===== config.mk =====
export PLATFORM = sky130hd
export DESIGN_NAME = xing_light_ctrl
export DESIGN_NICKNAME = d
export VERILOG_FILES = /design/src/rtl/xing_pkg.sv /design/src/rtl/xing_phase_step.sv /design/src/rtl/xing_lamp_decode.sv /design/src/rtl/xing_light_ctrl.sv
export SDC_FILE = /design/constraint.sdc
export NUM_CORES = 1
export LEC_CHECK = 0
export BUFFER_PORTS_ARGS = -buffer_cell sky130_fd_sc_hd__buf_2
export CAP_MARGIN = 15
export CORE_AREA = 8 8 45 47
export CTS_BUF_LIST = sky130_fd_sc_hd__clkbuf_8
export CTS_CLUSTER_DIAMETER = 150
export DETAILED_ROUTE_END_ITERATION = 10
export DIE_AREA = 0 0 53 55
export GPL_TIMING_DRIVEN = 0
export HOLD_SLACK_MARGIN = 0.1
export PLACE_DENSITY_LB_ADDON = 0.05
export RECOVER_POWER = 25
export SYNTH_ARGS = -nofsm -noshare
export SYNTH_HDL_FRONTEND = slang
export SYNTH_SLANG_ARGS = --single-unit

===== constraint.sdc =====
create_clock -name clk -period 1.8 [get_ports clk]
set_input_delay 0.27 -clock clk [delete_from_list [all_inputs] [get_ports clk]]
set_output_delay 0.27 -clock clk [all_outputs]
set_load 0.02 [all_outputs]

===== src/rtl/xing_pkg.sv =====
// Shared types for the crossing light controller.
// Assumes a two-bit binary phase encoding that the lamp decoder reads bit by bit.
package xing_pkg;

    localparam int LAMP_W = 2;

    typedef enum logic [1:0] {
        PH_A_GO   = 2'b00,
        PH_A_WARN = 2'b01,
        PH_B_GO   = 2'b10,
        PH_B_WARN = 2'b11
    } phase_t;

    typedef logic [LAMP_W-1:0] lamp_t;

    localparam lamp_t LAMP_GO   = 2'b00;
    localparam lamp_t LAMP_WARN = 2'b01;
    localparam lamp_t LAMP_STOP = 2'b10;

endpackage


===== src/rtl/xing_phase_step.sv =====
// Phase register and next-phase logic for the crossing controller.
// Assumes: synchronous active-low reset; the sensors are already synchronous to clk.
// The next phase is formed from the two state bits and the sensors as sum-of-products.
module xing_phase_step
    import xing_pkg::*;
(
    input  logic   clk,
    input  logic   rst_n,
    input  logic   busy_a,
    input  logic   busy_b,
    output phase_t phase_q
);

    logic hi_d;
    logic lo_d;

    // Next-phase equations: the high bit toggles after each yellow; the low bit marks a yellow.
    always_comb begin
        hi_d = phase_q[1] ^ phase_q[0];
        lo_d = (~phase_q[1] & ~phase_q[0] & ~busy_a) |
               ( phase_q[1] & ~phase_q[0] & ~busy_b);
    end

    // Phase register with synchronous reset into the road-A-green phase.
    always_ff @(posedge clk) begin
        if (!rst_n) phase_q <= PH_A_GO;
        else        phase_q <= phase_t'({hi_d, lo_d});
    end


    reset_to_a_chk: assert property (@(posedge clk) !rst_n |=> phase_q == PH_A_GO);


    a_hold_chk: assert property (@(posedge clk) disable iff (!rst_n)
        (phase_q == PH_A_GO && busy_a) |=> phase_q == PH_A_GO);


    a_release_chk: assert property (@(posedge clk) disable iff (!rst_n)
        (phase_q == PH_A_GO && !busy_a) |=> phase_q == PH_A_WARN);


    a_warn_once_chk: assert property (@(posedge clk) disable iff (!rst_n)
        phase_q == PH_A_WARN |=> phase_q == PH_B_GO);


    b_hold_chk: assert property (@(posedge clk) disable iff (!rst_n)
        (phase_q == PH_B_GO && busy_b) |=> phase_q == PH_B_GO);


    b_release_chk: assert property (@(posedge clk) disable iff (!rst_n)
        (phase_q == PH_B_GO && !busy_b) |=> phase_q == PH_B_WARN);


    b_warn_once_chk: assert property (@(posedge clk) disable iff (!rst_n)
        phase_q == PH_B_WARN |=> phase_q == PH_A_GO);

endmodule


===== src/rtl/xing_lamp_decode.sv =====
// Lamp decoder: turns the registered phase into the two road lamp codes.
// Assumes the phase_t encoding from xing_pkg. The decoder reads the state bits only,
// so the lamps are a pure Moore function of the phase.
module xing_lamp_decode
    import xing_pkg::*;
(
    input  phase_t phase,
    output lamp_t  lamp_a,
    output lamp_t  lamp_b
);

    // Per-bit decode: a road is red while the other road owns the high phase bit.
    always_comb begin
        lamp_a = {  phase[1], ~phase[1] & phase[0] };
        lamp_b = { ~phase[1],  phase[1] & phase[0] };
    end

endmodule


===== src/rtl/xing_light_ctrl.sv =====
// Top level of the two-road crossing light controller.
// Assumes: synchronous active-low reset and sensor inputs synchronous to clk.
// The lamps come only from the registered phase.
module xing_light_ctrl
    import xing_pkg::*;
(
    input  logic       clk,
    input  logic       rst_n,
    input  logic       road_a_busy,
    input  logic       road_b_busy,
    output logic [1:0] road_a_light,
    output logic [1:0] road_b_light
);

    phase_t phase;
    lamp_t  lamp_a;
    lamp_t  lamp_b;

    xing_phase_step u_step (
        .clk     (clk),
        .rst_n   (rst_n),
        .busy_a  (road_a_busy),
        .busy_b  (road_b_busy),
        .phase_q (phase)
    );

    xing_lamp_decode u_lamp (
        .phase  (phase),
        .lamp_a (lamp_a),
        .lamp_b (lamp_b)
    );

    // Drive the output pins from the decoder.
    always_comb begin
        road_a_light = lamp_a;
        road_b_light = lamp_b;
    end


    one_road_red_chk: assert property (@(posedge clk) disable iff (!rst_n)
        (road_a_light == LAMP_STOP) || (road_b_light == LAMP_STOP));


    no_bad_code_chk: assert property (@(posedge clk) disable iff (!rst_n)
        (road_a_light != 2'b11) && (road_b_light != 2'b11));


    b_green_map_chk: assert property (@(posedge clk) disable iff (!rst_n)
        phase == PH_B_GO |-> (road_a_light == LAMP_STOP && road_b_light == LAMP_GO));


    a_warn_map_chk: assert property (@(posedge clk) disable iff (!rst_n)
        phase == PH_A_WARN |-> (road_a_light == LAMP_WARN && road_b_light == LAMP_STOP));

endmodule


==> insert_results.sql, run 1 <==
INSERT INTO impl_metrics (metric_group, metric, value, unit) VALUES
('routing', 'drtPass1Iterations', '1', ''),
('clock_tree', 'clock_sink_count', '2', ''),
('pwr', 'cell_internal_pwr', '0.211', 'mW'),
('routing', 'ant_nets', '0', ''),
('finish', 'final_layout_size_suffix_gt1_share', '47.8', '%'),
('routing', 'routed_wl', '372', 'um'),
('routing', 'routedWlPerCell', '9.54', 'um'),
('worst_setup_path', 'ff_to_ff_setup_slack', '750', 'ps'),
('floorplanning', 'die_width', '53', 'um'),
('sta', 'totalNegativeSetupSlack', '0', 'ps'),
('synthesis', 'seq_area_frac_synth', '29.6', '%'),
('worst_setup_path', 'worst-r2r-cell-count', '3', ''),
('global_routing', 'grt_antenna_before_repair', '0', ''),
('pwr', 'switchingPower', '0.0648', 'mW'),
('finish', 'largest_register_ff_count', '2', ''),
('sta', 'timing_hold_violations_final', '0', ''),
('floorplanning', 'dieArea', '0.00292', 'mm^2'),
('global_routing', 'grt_remaining_overflow', '0', ''),
('sta', 'clock.fmax', '0.755', 'GHz'),
('routing', 'drc', '0', ''),
('synthesis', 'cell_type_with_the_largest_total_area_after_synthesis', 'ha_1', ''),
('pwr', 'combinationalPowerShare', '16.6', '%'),
('sta', 'timing.final.crit_share', '73.6', '%'),
('synthesis', 'ys_types', '7', ''),
('pwr', 'power.leakage', '0.118', 'nW'),
('worst_setup_path', 'critical_path.startpoint_type', 'flop', ''),
('worst_setup_path', 'r2r_start', 'u_step.phase_q[1]', ''),
('finish', 'most_flop_heavy_register', 'u_step.phase_q', ''),
('clock_tree', 'hold_buffers', '0', ''),
('worst_setup_path', 'worst-endpoint-required', '1530', 'ps'),
('global_routing', 'gr_util_all_layers', '3.49', '%'),
('clock_tree', 'worst_setup_hold_path_clk_slew', '30', 'ps'),
('synthesis', 'synthesis.area_per_instance', '10.4', 'um^2'),
('synthesis', 'postSynthCellCount', '13', ''),
('global_routing', 'grt_pass1_wl', '614', 'um'),
('worst_setup_path', 'timing.rr.end', 'u_step.phase_q[1]', ''),
('clock_tree', 'cts-root-to-sink-buffers', '2', ''),
('synthesis', 'synth_largest_type_area_fraction', '37.0', '%'),
('hold_path', 'timing.hold.worst_path_depth', '2', ''),
('routing', 'top_layer_used', 'met3', ''),
('finish', 'syn_to_final_growth', '68.5', '%'),
('routing', 'routed-via-count', '111', ''),
('pwr', 'switching_share', '23.5', '%'),
('floorplanning', 'ios', '8', ''),
('worst_setup_path', 'timing.setup.critical_path_class', 'reg2out', ''),
('global_routing', 'via_count_of_the_first_global_routing_pass', '140', ''),
('outcome', 'run_status', 'completed', ''),
('hold_path', 'timing.hold.worst.class', 'in2reg', ''),
('sta', 'clock-skew-final', '1.30', 'ps'),
('routing', 'route.met2.wl', '183', 'um'),
('floorplanning', 'core_region_area', '0.00138', 'mm^2'),
('clock_tree', 'post_cts_resize_count', '0', ''),
('floorplanning', 'effective_utilization_at_floorplan', '9.76', '%'),
('finish', 'n_antenna_cell', '0', ''),
('synthesis', 'synth-warning-count', '0', ''),
('pwr', 'seq_pwr_share', '20.4', '%'),
('clock_tree', 'cts-buffers-inserted', '3', ''),
('sta', 'drv_slew', '0', ''),
('routing', 'met1Wirelength', '164', 'um'),
('floorplanning', 'core.rowCount', '14', ''),
('synthesis', 'synth.top_cells.by_area', 'ha_1 37%, dfxtp_1 30%, nand2b_1 9.3%', ''),
('hold_path', 'worst_hold_path.endpoint', 'u_step.phase_q[1]', ''),
('finish', 'layout.core_utilization', '16.5', '%'),
('sta', 'final-setup-viol-count', '0', ''),
('worst_setup_path', 'critPathMaxFanout', '4', ''),
('finish', 'top_regs', 'u_step.phase_q x2', ''),
('placed_design', 'worst_slack_placed', '671', 'ps'),
('placed_design', 'globalplace.congestion', '0.625', ''),
('routing', 'first_iter_violations', '0', ''),
('hold_path', 'min_from', 'rst_n', ''),
('job', 'drv.max_cap_violation_count', '0', '');
## final cells by class
| type | count | area, um^2 |
|---|---|---|
| inverter | 2 | 7.51 |
| sequential | 2 | 40.0 |
| buffer | 1 | 7.51 |
| timing repair buffer | 7 | 35.0 |
| fill | 159 | 1160 |
| multi-input combinational | 8 | 76.3 |
| tap | 16 | 20.0 |
| clock buffer | 3 | 41.3 |
## metrics by stage
stage                     hold slack, ps  instance area (um^2)  std cells  power (mW)
after floorplan                      392                   135         13      0.0895
after global placement               504                   190         36       0.107
after detailed placement             510                   190         36       0.107
after CTS                            294                   231         39       0.286
after global routing                 302                   228         39       0.295
final                                294                   228         39       0.276
## logic make-up (layout without fill, tap and decap cells)
| family | after synthesis | after routing | synth area share [%] |
|---|---|---|---|
| AOI/OAI and AO/OA | 1 | 1 | 8.33 |
| adders and majority gates | 4 | 4 | 37.0 |
| buffers and inverters | 3 | 13 | 11.1 |
| DFF | 2 | 2 | 29.6 |
| and+or+nand+nor | 3 | 3 | 13.9 |
## power by group through the flow
stage | Clock, mW | Combinational [mW] | Sequential, mW
5_1_grt | 0.184 | 0.0527 | 0.0585
3_5_place_dp | 0 | 0.0494 | 0.0575
2_1_floorplan | 0 | 0.0348 | 0.0547
6_report | 0.174 | 0.0458 | 0.0564
3_3_place_gp | 0 | 0.0497 | 0.0568
4_1_cts | 0.180 | 0.0494 | 0.0569
## critical path, cell delays in order (launching register included)
cell,delay [ps]
dfxtp_1,390
inv_1,100
ha_1,200
buf_2,160
## placed cells by master, fill, tap and decap left out
cell / netlist / layout
buf_2: 0 / 7
ha_1: 4 / 4
clkbuf_8: 0 / 3
inv_1: 2 / 2
nand2b_1: 2 / 2
dfxtp_1: 2 / 2
a21boi_0: 0 / 1
and2_1: 1 / 1
buf_4: 1 / 1
## metal layers
metal  up-vias  global-route usage, %
met1        49                   2.72
met3         0                   2.94
met4         0                   5.17
met2         4                   4.49
met5         -                      0
li1         58                      -
## synthesized netlist by cell type
| cell type | instances |
|---|---|
| and2_1 | 1 |
| nand2b_1 | 2 |
| ha_1 | 4 |
| dfxtp_1 | 2 |
| inv_1 | 2 |
| a21boi_2 | 1 |
| buf_4 | 1 |
## worst max path at each step
stage / start / endpoint / slack, ps
floorplan: u_step.phase_q[1] / road_a_light[0] / 730
global placement: u_step.phase_q[1] / road_a_light[0] / 700
detailed placement: u_step.phase_q[1] / road_a_light[0] / 670
CTS: u_step.phase_q[1] / road_a_light[0] / 450
global route: u_step.phase_q[1] / road_a_light[0] / 380
finish: u_step.phase_q[1] / road_a_light[0] / 470
(Power assumes the default switching activity.)
==> run 2: changes to the inputs <==
ABC_AREA = 1   (was unset)
clock period = 1.1 ns   (was 1.8 ns; I/O delays follow)
==> run 2 against run 1 <==
Non-clock buffer count rose by 2; final area rose by 17%; register-to-register slack worse by 640 ps; largest cell class unchanged; utilization up 2.8 points; combinational power up 140%; sequential power rose by 62%.
==> insert_results.sql, run 2 <==
INSERT INTO impl_metrics (metric_group, metric, value, unit) VALUES
('clock_tree', 'clock_sink_count', '2', ''),
('floorplanning', 'core.rowCount', '14', ''),
('sta', 'post-route-min-period', '1060', 'ps'),
('worst_setup_path', 'critical_path.startpoint_type', 'flop', ''),
('synthesis', 'synthesis.area_per_instance', '8.24', 'um^2'),
('placed_design', 'globalplace.congestion', '0.614', ''),
('synthesis', 'synth_largest_type_area_fraction', '35.7', '%'),
('pwr', 'powerDensity', '1810', 'mW/mm^2'),
('clock_tree', 'cts-root-to-sink-buffers', '2', ''),
('sta', 'clock.fmax', '0.941', 'GHz'),
('sta', 'max_slew_margin', '82.8', '%'),
('finish', 'final_net_count', '39', ''),
('synthesis', 'postSynthCellCount', '17', ''),
('finish', 'most_flop_heavy_register', 'u_step.phase_q', ''),
('global_routing', 'grt_start_max_net_pins', '4', ''),
('routing', 'routed_wl', '338', 'um'),
('floorplanning', 'die_height', '55', 'um'),
('global_routing', 'gr_util_all_layers', '2.40', '%'),
('floorplanning', 'effective_utilization_at_floorplan', '10.1', '%'),
('placed_design', 'detailed_place.area', '195', 'um^2'),
('routing', 'first_iter_violations', '0', ''),
('clock_tree', 'tritoncts', 'built', ''),
('routing', 'drtPass1Iterations', '1', ''),
('sta', 'totalNegativeSetupSlack', '0', 'ps'),
('sta', 'final-setup-viol-count', '0', ''),
('outcome', 'run_status', 'completed', ''),
('finish', 'final_layout_size_suffix_gt1_share', '55.2', '%'),
('pwr', 'power.leakage', '0.150', 'nW'),
('placed_design', 'io_buffers', '7', ''),
('routing', 'routed-via-count', '136', ''),
('worst_setup_path', 'critPathMaxFanout', '3', ''),
('clock_tree', 'htree_levels', '1', ''),
('synthesis', 'synth.top_cells.by_area', 'ha_1 36%, dfxtp_1 29%, inv_1 16%', ''),
('routing', 'ant_nets', '0', ''),
('clock_tree', 'cts-buffers-inserted', '3', ''),
('global_routing', 'grt_remaining_overflow', '0', ''),
('finish', 'layout.cells.most_common_list', '5 x inv_1, 4 x buf_2', ''),
('sta', 'hold_ws', '153', 'ps'),
('worst_setup_path', 'timing.critical_path.arrival', '900', 'ps'),
('sta', 'grt_setup_unrepaired', 'false', ''),
('finish', 'post-route-cell-area', '267', 'um^2'),
('hold_path', 'timing.hold.worst.class', 'in2reg', ''),
('global_routing', 'via_count_of_the_first_global_routing_pass', '122', ''),
('synthesis', 'number_of_synthesized_flops_with_an_enable_pin', '0', ''),
('finish', 'syn_to_final_growth', '90.2', '%'),
('sta', 'tightestPinTransition', '259', 'ps'),
('worst_setup_path', 'timing.setup.critical_path_class', 'reg2out', ''),
('job', 'drv.max_cap_violation_count', '0', ''),
('finish', 'top_regs', 'u_step.phase_q x2', ''),
('floorplanning', 'ios', '8', ''),
('sta', 'timing_hold_violations_final', '0', ''),
('clock_tree', 'cts_root_buffer', 'clkbuf_8', ''),
('synthesis', 'cell_type_with_the_largest_total_area_after_synthesis', 'ha_1', ''),
('finish', 'n_antenna_cell', '0', ''),
('finish', 'largest_register_ff_count', '2', ''),
('clock_tree', 'clk-insertion-delay-late', '210', 'ps'),
('synthesis', 'postSynth.asyncResetShare', '0', '%'),
('floorplanning', 'die_width', '53', 'um'),
('worst_setup_path', 'worst-endpoint-required', '940', 'ps'),
('sta', 'clock-skew-final', '0.0328', 'ps'),
('synthesis', 'synth-warning-count', '0', ''),
('worst_setup_path', 'ff_to_ff_setup_slack', '110', 'ps'),
('floorplanning', 'dieArea', '0.00292', 'mm^2'),
('clock_tree', 'hold_buffers', '0', ''),
('global_routing', 'grt_antenna_before_repair', '0', ''),
('pwr', 'irDropWorstVdd', '0.542', 'mV'),
('finish', 'mostFrequentLayoutCell', 'inv_1', ''),
('sta', 'timing.final.crit_share', '96.6', '%'),
('floorplanning', 'core_region_area', '0.00138', 'mm^2'),
('synthesis', 'synth_area', '140', 'um^2'),
('synthesis', 'post_synth_most_frequent_cells', '6 x inv_1, 4 x ha_1, 3 x nand2_1, 2 x dfxtp_1', ''),
('worst_setup_path', 'timing.critical_path.to_type', 'primary output', ''),
('routing', 'viasPerCell', '3.02', ''),
('synthesis', 'mappedNetlistNets', '25', ''),
('synthesis', 'ys_types', '6', ''),
('synthesis', 'ys_seq_elements', '2', ''),
('routing', 'routedWlPerCell', '7.51', 'um'),
('synthesis', 'synth_most_common_cell', 'inv_1', ''),
('global_routing', 'grt_pass1_wl', '483', 'um'),
('synthesis', 'synth-main-ff-cell', 'dfxtp_1', ''),
('clock_tree', 'worst_setup_hold_path_clk_slew', '30', 'ps'),
('routing', 'drc', '0', ''),
('synthesis', 'seq_area_frac_synth', '28.6', '%'),
('sta', 'drv_slew', '0', '');
==> run 2: cell families after synthesis <==
kind of cell | Yosys count | synth area share [%]
compound gates | 1 | 6.25
fa+ha+maj | 4 | 35.7
buf+inv | 7 | 21.4
flops | 2 | 28.6
simple gates | 3 | 8.04
==> run 2: timing repair <==
item	CTS	global route
resized for setup	4	3
setup endpoints to repair	1	2
setup buffers	2	0
==> run 2: area by class of cell <==
cell class	count	area, um^2
tap	16	20.0
timing repair buffer	9	61.3
sequential	2	41.3
buffer	1	7.51
inverter	6	22.5
multi-input combinational	8	72.6
clock buffer	3	41.3
fill	162	1120
==> run 2: path summary, 6_finish.rpt <==
| kind | startpoint | end | cells past startpoint |
|---|---|---|---|
| max reg2reg | u_step.phase_q[1] | u_step.phase_q[0] | 5 |
| min | rst_n | u_step.phase_q[1] | 3 |
| max | u_step.phase_q[1] | road_a_light[1] | 3 |
| min reg2reg | u_step.phase_q[1] | u_step.phase_q[1] | 4 |
==> run 2: power breakdown <==
| part | switching, mW | total [mW] | internal [mW] |
|---|---|---|---|
| registers | 0.00824 | 0.0916 | 0.0833 |
| logic | 0.0534 | 0.108 | 0.0547 |
| clock network | 0.0527 | 0.284 | 0.231 |
==> run 2: metal layers <==
layer  part of all wire (%)  vias to the layer above  track usage, %
li1                       -                       71               -
met5                      0                        -               0
met1                     39                       56            2.42
met4                    4.4                        0            2.59
met3                     14                        2            1.07
met2                     42                        7            3.52
==> run 2: per-stage QoR <==
stage	setup slack (ps)	util (%)	instances	total power [mW]
3_5_place_dp	101	14.1	40	0.176
6_report	37.6	19.3	45	0.483
4_1_cts	4.53	18.7	45	0.486
5_1_grt	7.59	19.3	45	0.511
3_3_place_gp	104	14.1	40	0.177
2_1_floorplan	114	-	17	0.148
==> run 2: critical path, stage by stage, from the launching register on <==
cell and delay [ps]:
dfxtp_2 320, buf_4 130, buf_4 120, buf_6 120
